## config.mk

```make
export PLATFORM = sky130hd
export DESIGN_NAME = sgi_route_unit
export DESIGN_NICKNAME = d
export VERILOG_FILES = /design/src/rtl/sgi_route_pkg.sv /design/src/rtl/sgi_req_decode.sv /design/src/rtl/sgi_aff_match.sv /design/src/rtl/sgi_route_unit.sv
export SDC_FILE = /design/constraint.sdc
export NUM_CORES = 1
export LEC_CHECK = 0
export ABC_AREA = 0
export BUFFER_PORTS_ARGS = -buffer_cell sky130_fd_sc_hd__buf_2
export CORE_AREA = 2 2 135 137
export DETAILED_ROUTE_END_ITERATION = 8
export DIE_AREA = 0 0 137 139
export GPL_TIMING_DRIVEN = 0
export PLACE_DENSITY = 0.72
export RECOVER_POWER = 100
export SYNTH_ARGS = -nofsm -noshare
export SYNTH_HDL_FRONTEND = slang
export SYNTH_HIERARCHICAL = 1
export SYNTH_SLANG_ARGS = --single-unit
```

## constraint.sdc

```tcl
create_clock -name clk -period 9.5 [get_ports clk]
set_clock_uncertainty 0.1 [all_clocks]
set_input_delay 0.95 -clock clk [delete_from_list [all_inputs] [get_ports clk]]
set_output_delay 0.95 -clock clk [all_outputs]
set_load 0.05 [all_outputs]
```

## src/rtl/sgi_route_pkg.sv

```systemverilog
package sgi_route_pkg;
    localparam int AFF_W     = 8;
    localparam int LIST_W    = 16;
    localparam int SGI_W     = 4;
    localparam int CORE_AFFW = 4 * AFF_W;
    localparam int UPPER_W   = 3 * AFF_W;

    // request word field positions
    localparam int LIST_LSB  = 0;
    localparam int AFF1_LSB  = 16;
    localparam int SGI_LSB   = 24;
    localparam int AFF2_LSB  = 32;
    localparam int BCAST_BIT = 40;
    localparam int AFF3_LSB  = 48;

    typedef struct packed {
        logic [SGI_W-1:0]   sgi;
        logic               bcast;
        logic [LIST_W-1:0]  tlist;
        logic [UPPER_W-1:0] upper;   // {aff3, aff2, aff1}
    } sgi_req_t;
endpackage

```

## src/rtl/sgi_req_decode.sv

```systemverilog
module sgi_req_decode
    import sgi_route_pkg::*;
(
    input  logic [63:0] word,
    output sgi_req_t    fields
);
    always_comb begin
        fields.sgi   = word[SGI_LSB +: SGI_W];
        fields.bcast = word[BCAST_BIT];
        fields.tlist = word[LIST_LSB +: LIST_W];
        fields.upper = {word[AFF3_LSB +: AFF_W], word[AFF2_LSB +: AFF_W],
                        word[AFF1_LSB +: AFF_W]};
    end
endmodule

```

## src/rtl/sgi_aff_match.sv

```systemverilog
module sgi_aff_match
    import sgi_route_pkg::*;
#(
    parameter int NUM_CORES = 8
) (
    input  logic [NUM_CORES*CORE_AFFW-1:0] core_aff,
    input  logic [UPPER_W-1:0]             upper,
    input  logic [LIST_W-1:0]              tlist,
    output logic [NUM_CORES-1:0]           hit_vec,
    output logic [NUM_CORES-1:0][3:0]      lvl0
);
    for (genvar c = 0; c < NUM_CORES; c++) begin : g_core
        logic [AFF_W-1:0]   a0;
        logic [UPPER_W-1:0] up;
        logic               in_range;
        assign a0       = core_aff[c*CORE_AFFW +: AFF_W];
        assign up       = core_aff[c*CORE_AFFW + AFF_W +: UPPER_W];
        assign in_range = (a0 < AFF_W'(LIST_W));
        assign lvl0[c]  = a0[3:0];
        assign hit_vec[c] = in_range && (up == upper) && tlist[a0[3:0]];
    end
endmodule

```

## src/rtl/sgi_route_unit.sv

```systemverilog
module sgi_route_unit
    import sgi_route_pkg::*;
#(
    parameter int NUM_CORES = 8
) (
    input  logic                           clk,
    input  logic                           rst_n,
    input  logic                           req_valid,
    input  logic                           req_write,
    input  logic [$clog2(NUM_CORES)-1:0]   req_core,
    input  logic [63:0]                    req_data,
    input  logic [NUM_CORES*CORE_AFFW-1:0] core_aff,
    output logic                           req_ready,
    output logic                           req_err,
    output logic                           busy,
    output logic [NUM_CORES-1:0]           pend_strobe,
    output logic [SGI_W-1:0]               pend_sgi,
    output logic                           done
);
    localparam int IDX_W = $clog2(NUM_CORES);
    localparam logic [IDX_W-1:0] LAST_IDX = IDX_W'(NUM_CORES - 1);

    typedef struct packed {
        logic                 scan;
        logic [IDX_W-1:0]     idx;
        logic [IDX_W-1:0]     sender;
        logic                 bcast;
        logic [LIST_W-1:0]    tlist;
        logic [UPPER_W-1:0]   upper;
        logic [SGI_W-1:0]     sgi;
        logic                 any;
        logic [NUM_CORES-1:0] strobe;
        logic                 done;
        logic                 err;
    } state_t;

    state_t st_d, st_q;

    sgi_req_t                  fld;
    logic [NUM_CORES-1:0]      hit_vec;
    logic [NUM_CORES-1:0][3:0] lvl0;

    sgi_req_decode dec_i (
        .word   (req_data),
        .fields (fld)
    );

    sgi_aff_match #(.NUM_CORES(NUM_CORES)) match_i (
        .core_aff (core_aff),
        .upper    (st_q.upper),
        .tlist    (st_q.tlist),
        .hit_vec  (hit_vec),
        .lvl0     (lvl0)
    );

    always_comb begin
        logic hit;
        logic finish;
        st_d        = st_q;
        st_d.strobe = '0;
        st_d.done   = 1'b0;
        st_d.err    = 1'b0;
        hit         = 1'b0;
        finish      = 1'b0;
        if (!st_q.scan) begin
            if (req_valid) begin
                if (req_write) begin
                    st_d.scan   = 1'b1;
                    st_d.idx    = '0;
                    st_d.sender = req_core;
                    st_d.bcast  = fld.bcast;
                    st_d.tlist  = fld.tlist;
                    st_d.upper  = fld.upper;
                    st_d.sgi    = fld.sgi;
                    st_d.any    = 1'b0;
                end else begin
                    st_d.err = 1'b1;
                end
            end
        end else begin
            hit = st_q.bcast ? (st_q.idx != st_q.sender) : hit_vec[st_q.idx];
            if (hit) begin
                st_d.strobe[st_q.idx] = 1'b1;
                st_d.any = 1'b1;
                if (!st_q.bcast)
                    st_d.tlist[lvl0[st_q.idx]] = 1'b0;
            end
            finish = (st_q.idx == LAST_IDX) || (!st_q.bcast && st_d.tlist == '0);
            if (finish) begin
                st_d.scan = 1'b0;
                st_d.done = st_d.any;
            end else begin
                st_d.idx = st_q.idx + 1'b1;
            end
        end
    end

    always_ff @(posedge clk or negedge rst_n) begin
        if (!rst_n) st_q <= '0;
        else        st_q <= st_d;
    end

    assign req_ready   = !st_q.scan;
    assign busy        = st_q.scan;
    assign pend_strobe = st_q.strobe;
    assign pend_sgi    = st_q.sgi;
    assign done        = st_q.done;
    assign req_err     = st_q.err;


    strobe_onehot_chk: assert property (@(posedge clk) disable iff (!rst_n)
        $onehot0(pend_strobe));

    strobe_src_chk: assert property (@(posedge clk) disable iff (!rst_n)
        (|pend_strobe) |-> $past(busy));

    done_src_chk: assert property (@(posedge clk) disable iff (!rst_n)
        done |-> ($past(busy) && !busy));

    read_err_chk: assert property (@(posedge clk) disable iff (!rst_n)
        (req_valid && !req_write && req_ready) |=> (req_err && !busy && pend_strobe == '0));

    accept_chk: assert property (@(posedge clk) disable iff (!rst_n)
        (req_valid && req_write && req_ready) |=> busy);

    busy_ignore_chk: assert property (@(posedge clk) disable iff (!rst_n)
        (busy && req_valid) |=> !req_err);

    bcast_excl_chk: assert property (@(posedge clk) disable iff (!rst_n)
        $past(st_q.scan && st_q.bcast) |-> !pend_strobe[$past(st_q.sender)]);
endmodule

```

==> results.txt <==
----------------------------------------------------
[Run status]
  Result of the run ... finished, violations left
  Violations in the final reports ... max-capacitance violations, max-slew violations

[Timing]
  Worst slew margin ... -132%
  Setup Viol. Count Final ... 0
  Maximum operating frequency ... approximately 0.2 GHz
  Setup repair after global routing missed its margin ... false
  Post-route clock period utilization ... between 50 and 60%
  WHS ... around 390 ps
  Minimum clock period after layout ... approximately 5000 ps
  Accumulated negative setup slack ... 0 ps
  Pins over their slew limit ... 64
  Final hold violations ... 0
  Transition time at the pin with the least slew margin ... 3490 ps

[Clock tree]
  # H-tree levels ... 3
  Total CTS buffers ... 9
  Clk sink count ... 63
  CTS tree ... done
  Root Buffer Master ... sky130_fd_sc_hd__clkbuf_16
  Later-pin clock latency in the skew report ... 330 ps
  Post-CTS clock slew at the launch and capture registers of the worst setup and hold paths ... roughly 50 ps
  Number of hold-repair buffers added at the cts stage ... 0
  Maximum count of clock buffers along a single path ... 2
  Resize count post-CTS ... 0
  Number of buffers inserted to repair setup after CTS ... 0

[Die]
  Floorplan core area ... 17700 um^2
  Horizontal extent of the die ... 137 um
  Starting utilization of the core area ... around two fifths
  Total number of placement rows ... 49
  Die extent in y ... between 100 and 150 um
  Overall die area ... approximately 19000 um^2
  Number of top-level pins ... 343

[Synth]
  Area fraction of the dominant cell type after synthesis ... 22.7%
  Cell count after synthesis ... 700
  Flip-flop and latch count after synthesis ... 63
  Main flop type after synthesis ... sky130_fd_sc_hd__dfrtp_1
  Netlist cell types ... 43
  Number of warning messages in the yosys log ... 6
  Post-Syn Area per Cell ... around 10 um^2
  Number of flops mapped to enable cells by yosys ... 0
  Share of synthesized flip-flops with an asynchronous set or reset ... between 90% and 100%
  Most frequent cell after synthesis ... sky130_fd_sc_hd__xor2_1
  Syn Nets ... 1029
  Cell types with the highest counts after synthesis ... sky130_fd_sc_hd__xor2_1 (187), sky130_fd_sc_hd__buf_4 (89), sky130_fd_sc_hd__dfrtp_1 (63)
  Cell taking the most area after synthesis ... sky130_fd_sc_hd__xor2_1
  Top post-synthesis cells by area ... sky130_fd_sc_hd__xor2_1 (23%), sky130_fd_sc_hd__dfrtp_1 (22%), sky130_fd_sc_hd__mux4_1 (12%)
  Sequential area share after synthesis ... 21.9%
  Mapped cell area ... between 7000 and 8000 um^2

[Critical path]
  Slowest stage cell, crit path ... sky130_fd_sc_hd__nor4_1
  Cell family contributing the most delay on the critical path ... simple AND/OR/NAND/NOR gates
  Required time of the worst setup path ... 9620 ps
  Crit path DAT ... just over 5000 ps
  Depth of the most critical reg-to-reg path ... 15
  Cell breakdown of the critical path ... buf_2 -> xor2_1 -> nor4_1 -> nand4_1 -> nor3_1 -> mux2_1 -> o22ai_1 -> o21a_1 -> clkbuf_1 -> clkbuf_1 -> o41ai_1 -> nand4_1 -> nor3_1 -> a211oi_1 -> a31o_1
  Max incr delay on CP ... between 700 and 800 ps
  Worst Setup Start Kind ... input pin
  Number of gates on the worst path with buffers counted ... 15
  Setup Crit Path Kind ... input pin to register
  Maximum fanout encountered on the critical timing path ... 10
  Sum of buffers and inverters on the critical path ... 3
  Kind of end point of the critical path ... register

[Power and ir drop]
  Net switching component of the power ... 1.19 mW
  Total leakage power ... 4.40 nW
  Peak ir drop on the vdd network ... between 0.15 and 0.2 mV
  Sequential group share of total power ... around 22%
  Cell internal pwr ... about 1.3 mW
  Total power after layout ... 2.51 mW
  Pwr/cell area ... between 200 and 300 nW/um^2
  Combinational fraction of design power ... a little over three fifths
  Fraction of power consumed by the clock network ... ~15%
  Switching portion of total power ... 47.2%

[Drt]
  Total via count after detailed routing ... between 6000 and 7000
  Total wire length after detailed routing ... 26.5 mm
  Number of DRC markers in iteration 0 ... 329
  Number of search-and-repair iterations in the first detailed-routing pass ... 5
  DRC violation count after routing ... 0
  Average routed wire per standard cell ... about 22 um
  Antenna Violating Nets Remaining ... 0
  DR vias/cell ... ~5.4

[Global route]
  Wire length of the first global-routing pass ... around 38 mm
  Overflow left after global routing ... 0
  Initial antenna violation count ... 8
  Maximum number of pins on one net before global-route repair ... 64
  Gr usage total ... a little over a quarter
  Number of global-route vias before repair ... around 6600

[Job]
  Total of max-cap violations ... 1

[Finish]
  Fillers ... 1671
  Number of standard cells in the layout, taps in and fillers out ... about 1200
  Share of post-route cells with drive strength above 1 ... between 40% and 50%
  Layout overhead on the synthesized area ... 27.6%
  Final standard cell utilization of the core ... 52.1%
  Nets ... roughly 1300

[Placement]
  Dpl cells ... ~1200
  Routability congestion estimate ... 0.957
  Number of buffers inserted by port buffering ... about 280
  Placed wire-length estimate after detailed placement ... 21.2 mm

[Hold path]
  Worst Hold Class ... register to register
  Depth of the worst hold-timing path ... 2

----------------------------------------------------
==> layout make-up <==
class | instances | area (um^2) | area share [%]
timing repair buffer | 276 | 1360 | 14.8
buffer | 132 | 870 | 9.46
sequential | 63 | 1580 | 17.1
clock inverter | 5 | 104 | 1.13
clock buffer | 11 | 243 | 2.64
tap | 229 | 287 | 3.12
inverter | 4 | 15.0 | 0.163
antenna | 6 | 15.0 | 0.163
multi-input combinational | 501 | 4730 | 51.4
==> tightest hold or removal path: stages (launching register included) <==
cell and delay, ps:
sky130_fd_sc_hd__dfrtp_1 340, sky130_fd_sc_hd__nand2_1 50, sky130_fd_sc_hd__nand2_1 60
==> per-layer routing <==
layer	share of wire, %	track usage (%)	routed length (um)	vias to the layer above
met1	37	29.7	9820	3137
li1	-	-	-	3080
met5	0.087	0	23	-
met4	2.8	9.44	744	4
met3	8.4	7.64	2210	57
met2	52	48.8	13700	337
==> state kept, by name (all words and copies together), names as in the netlist <==
register	flops
busy	1
done	1
pend_sgi	4
pend_strobe	8
req_err	1
st_q	48
==> stage by stage <==
step	instance area, um^2	setup WS, ps
6_report	9200	4530
5_1_grt	9190	4380
4_1_cts	9220	4750
3_3_place_gp	8870	4360
3_5_place_dp	8870	4400
2_1_floorplan	7200	5600
==> kinds of logic after synthesis <==
group,share of synthesized area [%]
XOR/XNOR,23.7
buffers and inverters,12.3
AND/OR/NAND/NOR,11.2
multiplexers,24.8
flip-flops,21.9
AO/OA/AOI/OAI,5.77
adder cells (fa/ha/maj),0.347
==> cell usage in the layout (no fill, tap or decap), drive strengths merged <==
cell    synthesis  final
nand4          17     17
or4             4      4
or2             3      3
mux4           38     38
nor4           49     49
nor2           10     10
and3           13     13
inv             3      4
o41a            2      2
o21a            1      1
o211ai          2      2
nand3           5      5
xnor2           8      8
o41ai           9      9
clkinv          1      2
buf           116    374
o311ai          1      1
mux2           47     47
o22ai           5      5
o21ai           3      3
a211oi         14     14
nor3           17     17
and4bb          1      1
clkbuf         16     45
ha              2      2
mux2i          28     28
diode           0      6
bufinv          0      3
o31ai           5      5
a21oi          16     16
nand2b          2      2
xor2          187    187
nor3b           1      1
a31o            1      1
nand2          10     10
dfrtp          63     63
==> final timing paths <==
| path | from | end | slack (ps) |
|---|---|---|---|
| setup / recovery | core_aff[52] | busy | 4530 |
| hold / removal | st_q[10] | st_q[10] | 390 |
| setup reg to reg | st_q[38] | busy | 4590 |
| hold reg to reg | st_q[10] | st_q[10] | 390 |
| max in group asynchronous | rst_n | st_q[33] | 5630 |
| min in group asynchronous | rst_n | req_err | 1690 |
==> power groups by stage <==
stage | combinational, mW | clock [mW] | sequential, mW
2_1_floorplan | 1.16 | 0 | 0.487
3_3_place_gp | 1.55 | 0 | 0.544
3_5_place_dp | 1.57 | 0 | 0.554
4_1_cts | 1.58 | 0.397 | 0.549
5_1_grt | 1.70 | 0.407 | 0.569
6_report | 1.57 | 0.386 | 0.556
No activity file was read; power rests on OpenSTA's default activity.
